## src/rtl/t16_pkg.sv

```systemverilog
package t16_pkg;
  localparam int BYTE_W = 8;
  localparam int SEL_W  = 3;

  localparam logic [SEL_W-1:0] SEL_CNT_LO  = 3'd0;
  localparam logic [SEL_W-1:0] SEL_CNT_HI  = 3'd1;
  localparam logic [SEL_W-1:0] SEL_RCAP_LO = 3'd2;
  localparam logic [SEL_W-1:0] SEL_RCAP_HI = 3'd3;
  localparam logic [SEL_W-1:0] SEL_CTRL    = 3'd4;

  localparam int B_RUN    = 0;
  localparam int B_EXTSEL = 1;
  localparam int B_TRGEN  = 2;
  localparam int B_RELOAD = 3;
  localparam int B_BAUD   = 4;
  localparam int B_TFLAG  = 6;
  localparam int B_OFLAG  = 7;

  typedef struct packed {
    logic run;
    logic ext_sel;
    logic trg_en;
    logic reload;
    logic baud;
  } t16_cfg_t;
endpackage

```

## src/rtl/t16_edge_det.sv

```systemverilog
module t16_edge_det #(
  parameter int STAGES = 2
) (
  input  logic clk,
  input  logic rst,
  input  logic tick_i,
  input  logic din_i,
  output logic fall_o
);
  logic [STAGES-1:0] sync_q;
  logic              prev_q;
  logic              fall_q;
  logic              cur;

  assign cur = sync_q[STAGES-1];

  always_ff @(posedge clk) begin
    if (rst) begin
      sync_q <= '1;
      prev_q <= 1'b0;
      fall_q <= 1'b0;
    end else begin
      sync_q <= {sync_q[STAGES-2:0], din_i};
      fall_q <= tick_i & prev_q & ~cur;
      if (tick_i) prev_q <= cur;
    end
  end

  assign fall_o = fall_q;
endmodule

```

## src/rtl/t16_ctrl.sv

```systemverilog
module t16_ctrl
  import t16_pkg::*;
(
  input  logic              clk,
  input  logic              rst,
  input  logic              wr_en_i,
  input  logic [SEL_W-1:0]  wr_sel_i,
  input  logic [BYTE_W-1:0] wr_data_i,
  input  logic              ovf_set_i,
  input  logic              trg_set_i,
  output t16_cfg_t          cfg_o,
  output logic              ovf_flag_o,
  output logic              trg_flag_o
);
  t16_cfg_t cfg_q, cfg_n;
  logic     oflag_q, oflag_n;
  logic     tflag_q, tflag_n;
  logic     ctrl_wr;

  assign ctrl_wr = wr_en_i && (wr_sel_i == SEL_CTRL);

  always_comb begin
    cfg_n   = cfg_q;
    oflag_n = oflag_q;
    tflag_n = tflag_q;
    if (ctrl_wr) begin
      cfg_n.run     = wr_data_i[B_RUN];
      cfg_n.ext_sel = wr_data_i[B_EXTSEL];
      cfg_n.trg_en  = wr_data_i[B_TRGEN];
      cfg_n.reload  = wr_data_i[B_RELOAD];
      cfg_n.baud    = wr_data_i[B_BAUD];
      oflag_n       = wr_data_i[B_OFLAG];
      tflag_n       = wr_data_i[B_TFLAG];
    end
    if (ovf_set_i) oflag_n = 1'b1;
    if (trg_set_i) tflag_n = 1'b1;
  end

  always_ff @(posedge clk) begin
    if (rst) begin
      cfg_q   <= '0;
      oflag_q <= 1'b0;
      tflag_q <= 1'b0;
    end else begin
      cfg_q   <= cfg_n;
      oflag_q <= oflag_n;
      tflag_q <= tflag_n;
    end
  end

  assign cfg_o      = cfg_q;
  assign ovf_flag_o = oflag_q;
  assign trg_flag_o = tflag_q;
endmodule

```

## src/rtl/t16_counter.sv

```systemverilog
module t16_counter
  import t16_pkg::*;
#(
  parameter int CNT_W = 2 * BYTE_W
) (
  input  logic              clk,
  input  logic              rst,
  input  logic              wr_en_i,
  input  logic [SEL_W-1:0]  wr_sel_i,
  input  logic [BYTE_W-1:0] wr_data_i,
  input  t16_cfg_t          cfg_i,
  input  logic              tick_i,
  input  logic              cnt_evt_i,
  input  logic              trg_evt_i,
  output logic [CNT_W-1:0]  count_o,
  output logic [CNT_W-1:0]  rcap_o,
  output logic              ovf_set_o,
  output logic              trg_set_o,
  output logic              baud_tick_o
);
  localparam int HI_LSB = CNT_W - BYTE_W;

  logic [CNT_W-1:0] count_q, count_n;
  logic [CNT_W-1:0] rcap_q, rcap_n;
  logic             btick_q;
  logic             step, at_top, wrap, trg_act, do_cap, do_trg_load;

  always_comb begin
    if (cfg_i.ext_sel)   step = cnt_evt_i;
    else if (cfg_i.baud) step = 1'b1;
    else                 step = tick_i;
    step = step & cfg_i.run;
  end

  assign at_top      = (count_q == {CNT_W{1'b1}});
  assign wrap        = step & at_top;
  assign trg_act     = trg_evt_i & cfg_i.trg_en;
  assign do_cap      = trg_act & ~cfg_i.baud & ~cfg_i.reload;
  assign do_trg_load = trg_act & ~cfg_i.baud & cfg_i.reload;

  always_comb begin
    count_n = count_q;
    if (step) begin
      if (at_top) count_n = (cfg_i.reload | cfg_i.baud) ? rcap_q : '0;
      else        count_n = count_q + 1'b1;
    end
    if (do_trg_load) count_n = rcap_q;
    if (wr_en_i && wr_sel_i == SEL_CNT_LO) count_n[BYTE_W-1:0]     = wr_data_i;
    if (wr_en_i && wr_sel_i == SEL_CNT_HI) count_n[CNT_W-1:HI_LSB] = wr_data_i;
  end

  always_comb begin
    rcap_n = rcap_q;
    if (wr_en_i && wr_sel_i == SEL_RCAP_LO) rcap_n[BYTE_W-1:0]     = wr_data_i;
    if (wr_en_i && wr_sel_i == SEL_RCAP_HI) rcap_n[CNT_W-1:HI_LSB] = wr_data_i;
    if (do_cap) rcap_n = count_q;
  end

  always_ff @(posedge clk) begin
    if (rst) begin
      count_q <= '0;
      rcap_q  <= '0;
      btick_q <= 1'b0;
    end else begin
      count_q <= count_n;
      rcap_q  <= rcap_n;
      btick_q <= wrap & cfg_i.baud;
    end
  end

  assign count_o     = count_q;
  assign rcap_o      = rcap_q;
  assign ovf_set_o   = wrap & ~cfg_i.baud;
  assign trg_set_o   = trg_act;
  assign baud_tick_o = btick_q;
endmodule

```

## src/rtl/t16_timer.sv

```systemverilog
module t16_timer
  import t16_pkg::*;
#(
  parameter int SYNC_STAGES = 2,
  parameter int CNT_W       = 2 * BYTE_W
) (
  input  logic              clk,
  input  logic              rst,
  input  logic              tick_i,
  input  logic              ext_cnt_i,
  input  logic              ext_trg_i,
  input  logic              wr_en_i,
  input  logic [SEL_W-1:0]  wr_sel_i,
  input  logic [BYTE_W-1:0] wr_data_i,
  output logic              ovf_flag_o,
  output logic              trg_flag_o,
  output logic              baud_tick_o,
  output logic [CNT_W-1:0]  count_o,
  output logic [CNT_W-1:0]  rcap_o
);
  localparam int N_PINS = 2;

  logic [N_PINS-1:0] pin_raw;
  logic [N_PINS-1:0] pin_evt;
  t16_cfg_t          cfg;
  logic              ovf_set, trg_set;
  logic              cnt_evt, trg_evt;
  logic              ctrl_run, ctrl_baud, ctrl_reload;

  assign pin_raw = {ext_trg_i, ext_cnt_i};

  for (genvar g = 0; g < N_PINS; g++) begin : g_pin
    t16_edge_det #(.STAGES(SYNC_STAGES)) u_edge (
      .clk    (clk),
      .rst    (rst),
      .tick_i (tick_i),
      .din_i  (pin_raw[g]),
      .fall_o (pin_evt[g])
    );
  end

  assign cnt_evt     = pin_evt[0];
  assign trg_evt     = pin_evt[1];
  assign ctrl_run    = cfg.run;
  assign ctrl_baud   = cfg.baud;
  assign ctrl_reload = cfg.reload;

  t16_ctrl u_ctrl (
    .clk        (clk),
    .rst        (rst),
    .wr_en_i    (wr_en_i),
    .wr_sel_i   (wr_sel_i),
    .wr_data_i  (wr_data_i),
    .ovf_set_i  (ovf_set),
    .trg_set_i  (trg_set),
    .cfg_o      (cfg),
    .ovf_flag_o (ovf_flag_o),
    .trg_flag_o (trg_flag_o)
  );

  t16_counter #(.CNT_W(CNT_W)) u_cnt (
    .clk         (clk),
    .rst         (rst),
    .wr_en_i     (wr_en_i),
    .wr_sel_i    (wr_sel_i),
    .wr_data_i   (wr_data_i),
    .cfg_i       (cfg),
    .tick_i      (tick_i),
    .cnt_evt_i   (cnt_evt),
    .trg_evt_i   (trg_evt),
    .count_o     (count_o),
    .rcap_o      (rcap_o),
    .ovf_set_o   (ovf_set),
    .trg_set_o   (trg_set),
    .baud_tick_o (baud_tick_o)
  );
endmodule

```

## config.mk

```make
export PLATFORM = sky130hd
export DESIGN_NAME = t16_timer
export DESIGN_NICKNAME = d
export VERILOG_FILES = /design/src/rtl/t16_pkg.sv /design/src/rtl/t16_edge_det.sv /design/src/rtl/t16_ctrl.sv /design/src/rtl/t16_counter.sv /design/src/rtl/t16_timer.sv
export SDC_FILE = /design/constraint.sdc
export NUM_CORES = 1
export LEC_CHECK = 0
export ABC_AREA = 1
export CORE_MARGIN = 2
export CORE_UTILIZATION = 35
export CTS_CLUSTER_SIZE = 10
export DETAILED_ROUTE_END_ITERATION = 8
export PLACE_DENSITY_LB_ADDON = 0.1
export SETUP_SLACK_MARGIN = 0.1
export SYNTH_ARGS = -nofsm -noshare
export SYNTH_HDL_FRONTEND = slang
export SYNTH_SLANG_ARGS = --single-unit
```

## constraint.sdc

```tcl
create_clock -name clk -period 1.7 [get_ports clk]
set_input_delay 0.425 -clock clk [delete_from_list [all_inputs] [get_ports clk]]
set_output_delay 0.425 -clock clk [all_outputs]
set_load 0.01 [all_outputs]
```

==> flow_summary.toml, run 1 <==
[run_status]
run_status = "complete, no violations"

[timing]
period_share = 0.9247
final_period_minus_worst_setup_slack_ns = 1.572
report.final.hold_viol_count = 0
slew_viol_final = 0
clock.fmax_mhz = 636.2
tightestPinTransition_ns = 0.2943
relSlewSlack = 0.8020
timing.hold.ws_ns = 0.4210
finClkSkew_ns = 0.008470
setup_tns_ns = 0
setup_repair_after_global_routing_missed_its_margin = "yes"
setup_viol_count_final = 0

[synth]
ys_async_sr_fraction = 0
yosys.area.top_type_share = 0.3513
synth_enable_flop_cells = 0
synth.most_common_cell = "nand2_1"
yosysSeqAreaShare = 0.3513
synth_largest_area_cell = "dfxtp_1"
synth_top_cells_by_area = "dfxtp_1 35%, nand2_1 15%, inv_1 7.8%"
synthesis.instances = 410
netlist_top_cells_count = "110 x nand2_1, 57 x inv_1, 48 x dfxtp_1, 35 x a21oi_1, 34 x nor2_1"
syn_avg_cell_area_sq_um = 6.671
synth.ff_latch_count = 48
syn-num-nets = 428
ys_types = 30
ys.warnings.count = 0
synth_area_sq_um = 2735
synthFlopType = "dfxtp_1"

[floorplanning]
design.core.area_sq_um = 7647
die_width_microns = 92.40
io-pin-count = 52
floorplan.rows = 32
initial_utilization = 0.3577
die-area_sq_um = 8538
floorplan.die.height_microns = 92.40

[finish]
seqCellArea_sq_um = 985.9
multi_input_comb_area_sq_um = 1604
n_fill_cell = 793
nNetsFinal = 531
final_layout_size_suffix_gt1_frac = 0.2432
insertedDiodeCount = 0
synthesis_to_finish_area_growth_pct = 45.93
post-route-util = 0.5219

[power_and_ir_drop]
total_power_mw = 2.455
power_leakage_nw = 1.913
powerDensity_nw_per_um2 = 615.2
irDropWorstVdd_v = 0.0003690

[drt]
dr.pass1.iters = 5
route.detailed.vias_per_inst = 5.050
drc_errors = 0
route.antenna.remaining_nets = 0
total_number_of_vias = 3111
postRouteWirelength_mm = 9.216
wl_per_cell_microns = 14.96
dr.first_iter.drc_count = 246

[clocking]
tritoncts = "yes"
clock_sink_count = 48
buffer_levels_on_the_longest_clock_path = 2
worst_setup_hold_path_clk_slew_ns = 0.10
clock_tree.root_cell = "clkbuf_8"
h_tree_level_count = 2
cts_inserted_buffers = 5
worstSkewPairLatency_ns = 0.31

[global_route]
grt_antenna_before_repair = 0
grt_first_pass_wirelength_mm = 15.08
globalRouteTotalUtil = 0.2241
via_count_of_the_first_global_routing_pass = 2987
gr-usage-met1 = 0.3096
grt_most_used_layer = "met2"
groute.layer.met3.usage = 0.03743
grt.met2_usage = 0.3637
grt_start_max_net_pins = 31
grt-ovfl-total = 0

[flow_run]
max_cap_viol_count = 0

[setup_path]
setup.worst_path.class = "reg -> reg"
cp_data_arrival_time_ns = 1.83
critPathRequiredTime_ns = 1.96
worstPathMaxFanout = 8
cp-start-kind = "flop"
timing.critical_path.to_type = "flop"

[placement]
portBuffers = 51
gp_congestion = 0.9116
place.detailed.hpwl_mm = 7.011

[min_path]
hp-class = "reg -> reg"
## through the flow
| stage | instance area, sq um | setup WS [ns] | cells |
|---|---|---|---|
| CTS | 3919 | 0.05201 | 615 |
| floorplan | 2735 | 0.1574 | 410 |
| detailed placement | 3771 | -0.2435 | 605 |
| finish | 3991 | 0.1281 | 616 |
| global placement | 3771 | -0.2222 | 605 |
| global route | 3991 | 0.01570 | 616 |
## flip-flops by register name (all words and copies together) (netlist names)
| register | count |
|---|---|
| u_cnt.count_o | 16 |
| g_pin.u_edge.fall_o | 2 |
| g_pin.u_edge.prev_q | 2 |
| u_ctrl.trg_flag_o | 1 |
| u_ctrl.ovf_flag_o | 1 |
| g_pin.u_edge.sync_q | 4 |
| u_ctrl.cfg_o | 5 |
| u_cnt.rcap_o | 16 |
| u_cnt.baud_tick_o | 1 |
## logic make-up after synthesis
group           Yosys count  share of synthesized area
xor+xnor                  4                    0.01281
fa+ha+maj                 1                   0.004574
buf+inv                  66                    0.09287
simple gates            204                     0.3564
compound gates           87                     0.1821
flops                    48                     0.3513
## routing by layer
| metal | part of all wire | routed length (microns) | vias up |
|---|---|---|---|
| met5 | 0 | 0 | - |
| met4 | 0.015 | 137 | 0 |
| met3 | 0.058 | 539 | 12 |
| met2 | 0.46 | 4255 | 104 |
| met1 | 0.46 | 4283 | 1461 |
| li1 | - | - | 1534 |
## area by class of cell
type / instances / area share
Clock buffer: 5 / 0.01724
Tap cell: 102 / 0.03197
Inverter: 59 / 0.05674
Clock inverter: 3 / 0.01160
Timing Repair Buffer: 103 / 0.2335
Sequential cell: 48 / 0.2470
Multi-Input combinational cell: 296 / 0.4019
## cell usage in the layout (no fill, tap or decap), drive strengths merged
cell,synthesis,routed
nand2,117,117
inv,59,60
buf,3,52
dfxtp,48,48
nor2,48,48
a21oi,38,38
dlygate4sd2,0,34
nand3,24,24
o21ai,24,24
clkdlybuf4s50,0,14
a31oi,9,9
o211ai,7,7
a22oi,7,7
nand4,5,5
clkbuf,4,5
or2,4,4
xor2,3,3
nor4,3,3
dlymetal6s2s,0,3
nor3,2,2
o21bai,2,2
nand3b,1,1
xnor2,1,1
ha,1,1
bufinv,0,1
clkinvlp,0,1
## what timing repair did
action | in CTS | in global routing
setup endpoints to repair | 43 | 25
setup buffers | 2 | 1
gates resized for setup | 60 | 26
pin swaps | 8 | 9
hold endpoints to repair | 0 | 0
hold buffers | 0 | 0
## worst paths after layout
path	start	end	slack (ns)	depth (start not counted)
min	g_pin[0].u_edge.sync_q[1]$_SDFF_PP1_	g_pin[0].u_edge.fall_o$_SDFF_PP0_	0.42	1
min reg2reg	g_pin[0].u_edge.sync_q[1]$_SDFF_PP1_	g_pin[0].u_edge.fall_o$_SDFF_PP0_	0.42	1
max	u_cnt.count_o[0]$_SDFFE_PP0P_	u_cnt.count_o[15]$_SDFFE_PP0P_	0.13	12
max reg2reg	u_cnt.count_o[0]$_SDFFE_PP0P_	u_cnt.count_o[15]$_SDFFE_PP0P_	0.13	12
## critical path, cell delays in order, from the launching register on
cell,delay (ns)
dfxtp_2,0.37
ha_4,0.15
nand2_4,0.06
nor2_4,0.13
nand3_4,0.10
nor2_4,0.13
nor2_4,0.05
buf_12,0.14
nor2_8,0.16
nand2_1,0.08
nand3_1,0.06
nand2_1,0.05
inv_1,0.04
## power by group
group,switching (mW),total (mW),internal [mW]
clock,0.436,0.880,0.444
sequential,0.0306,1.19,1.16
combinational,0.205,0.382,0.177
Power figures use the tool's default switching activity.
==> run 2: changes to the inputs <==
--- a/config.mk
+++ b/config.mk
@@ -7,7 +7,7 @@
 export LEC_CHECK = 0
 export ABC_AREA = 1
 export CORE_MARGIN = 2
-export CORE_UTILIZATION = 35
+export CORE_UTILIZATION = 52
 export CTS_CLUSTER_SIZE = 10
 export DETAILED_ROUTE_END_ITERATION = 8
 export PLACE_DENSITY_LB_ADDON = 0.1
==> run 2 against run 1 <==
Utilization is 25 points higher. Non-clock buffer count stayed put. Final area is 0.94% lower. Combinational power about the same. Sequential power about the same. Clock-buffer cell count is the same. First-iteration DRC count is 25% higher. Clock skew shrank 0.0039 ns. Highest routed layer unchanged. Register-to-register slack worse by 0.08 ns. Global-route usage increased by 8.3 points. Sequential share of layout area hardly changed. Critical endpoint is now u_cnt.count_o[8]$_SDFFE_PP0P_.
==> flow_summary.toml, run 2 (synthesized netlist as in run 1, its figures left out) <==
[drt]
wl_per_cell_microns = 15.94
drc_errors = 0
dr.pass1.iters = 5
postRouteWirelength_mm = 9.311
route.antenna.remaining_nets = 0
dr.first_iter.drc_count = 308
total_number_of_vias = 3244
route.detailed.vias_per_inst = 5.555

[finish]
synthesis_to_finish_area_growth_pct = 44.56
final_cell_mix = "107 x nand2_1, 51 x inv_1, 47 x buf_4"
final_area_sq_um = 3954
nNetsFinal = 531
insertedDiodeCount = 0
final_layout_size_suffix_gt1_frac = 0.2490
n_fill_cell = 409
commonest_non_fill_non_tap_cell_in_the_layout = "nand2_1"

[floorplanning]
design.core.area_sq_um = 5107
die-area_sq_um = 5856
initial_utilization = 0.5355
floorplan.rows = 26
floorplan.die.height_microns = 76.53
die_width_microns = 76.53
io-pin-count = 52

[global_route]
grt_first_pass_wirelength_mm = 14.37
grt_start_max_net_pins = 31
via_count_of_the_first_global_routing_pass = 3033
grt-ovfl-total = 0
grt_antenna_before_repair = 0
globalRouteTotalUtil = 0.3071

[setup_path]
worstPathMaxFanout = 8
cp_data_arrival_time_ns = 1.90
setup.worst_path.class = "reg -> reg"
timing.critical_path.to_type = "flop"
critPathRequiredTime_ns = 1.94
cp-start-kind = "flop"

[timing]
final_period_minus_worst_setup_slack_ns = 1.655
relSlewSlack = 0.5843
setup_viol_count_final = 0
report.final.hold_viol_count = 0
clock.fmax_mhz = 604.2
finClkSkew_ns = 0.004586
slew_viol_final = 0
setup_tns_ns = 0
period_share = 0.9735
tightestPinTransition_ns = 0.6229
setup_repair_after_global_routing_missed_its_margin = "yes"

[placement]
portBuffers = 51
placed_cell_area_sq_um = 3679
place.detailed.hpwl_mm = 6.549
gp_congestion = 0.9181

[run_status]
run_status = "complete, no violations"

[clocking]
clock_sink_count = 48
cts_inserted_buffers = 5
worst_setup_hold_path_clk_slew_ns = 0.10
cts_hold_repair.buffers = 0
clock_tree.root_cell = "clkbuf_8"
worstSkewPairLatency_ns = 0.31
buffer_levels_on_the_longest_clock_path = 2
tritoncts = "yes"
h_tree_level_count = 2

[power_and_ir_drop]
power_leakage_nw = 1.902
total_power_mw = 2.314
powerDensity_nw_per_um2 = 585.3
irDropWorstVdd_v = 0.0005130

[min_path]
hp-class = "reg -> reg"

[flow_run]
max_cap_viol_count = 0
-- run 2: changes by cell type in the layout (fill, tap and decap cells not counted), sizes merged --
| cell | delta |
|---|---|
| inv | +1 |
| clkinv | +1 |
| bufinv | -1 |
| clkinvlp | -1 |
-- run 2: worst max-delay path, cell delays in order (launching register included) --
cell and delay [ns]:
dfxtp_2 0.37, ha_4 0.16, nand2_4 0.06, nor2_4 0.17, nand3_4 0.11, nor2_4 0.14
nor2_4 0.05, buf_12 0.14, nor2_8 0.18, nand2_2 0.08, a21oi_2 0.14
-- run 2: area by class of cell --
cell class,instances,area (sq um),area share
Clock buffer,5,68.82,0.01741
Clock inverter,3,26.28,0.006646
Inverter,59,226.5,0.05728
Multi-Input combinational cell,296,1638,0.4142
Sequential cell,48,978.4,0.2475
Tap cell,70,87.58,0.02215
Timing Repair Buffer,103,928.4,0.2348
-- run 2: metrics by stage --
step / hold slack (ns) / cells / util / worst slack [ns]
global route: 0.4363 / 584 / 0.7741 / -0.01698
CTS: 0.4250 / 580 / 0.7518 / 0.03444
floorplan: 0.3895 / 410 / - / 0.1574
finish: 0.4209 / 584 / 0.7741 / 0.04503
global placement: 0.3973 / 566 / 0.7202 / -0.1921
detailed placement: 0.3966 / 566 / 0.7202 / -0.2835
-- run 2: timing repair --
item,in CTS,in global routing
pin swaps,13,15
setup buffers,6,4
endpoints found under the setup margin,47,27
gates resized for setup,59,31
-- run 2: path summary, 6_finish.rpt --
path | slack, ns | depth (start not counted) | to | startpoint
worst min register to register | 0.42 | 1 | g_pin[0].u_edge.sync_q[1]$_SDFF_PP1_ | g_pin[0].u_edge.sync_q[0]$_SDFF_PP1_
worst min-delay path | 0.42 | 1 | g_pin[0].u_edge.sync_q[1]$_SDFF_PP1_ | g_pin[0].u_edge.sync_q[0]$_SDFF_PP1_
worst max register to register | 0.05 | 10 | u_cnt.count_o[8]$_SDFFE_PP0P_ | u_cnt.count_o[1]$_SDFFE_PP0P_
worst max-delay path | 0.05 | 10 | u_cnt.count_o[8]$_SDFFE_PP0P_ | u_cnt.count_o[1]$_SDFFE_PP0P_
-- run 2: metal layers --
layer	part of all wire	wire length (microns)	track usage
met1	0.40	3722	0.3818
met2	0.48	4502	0.5292
met3	0.091	843	0.04621
met4	0.026	242	0.1291
met5	0	0	0
-- run 2: where the power goes --
part	leakage [nW]	total [mW]	switching [mW]	internal, mW
clock	0.0491	0.736	0.433	0.304
combinational	1.46	0.383	0.211	0.172
sequential	0.396	1.19	0.0320	1.16
total	1.90	2.31	0.676	1.64
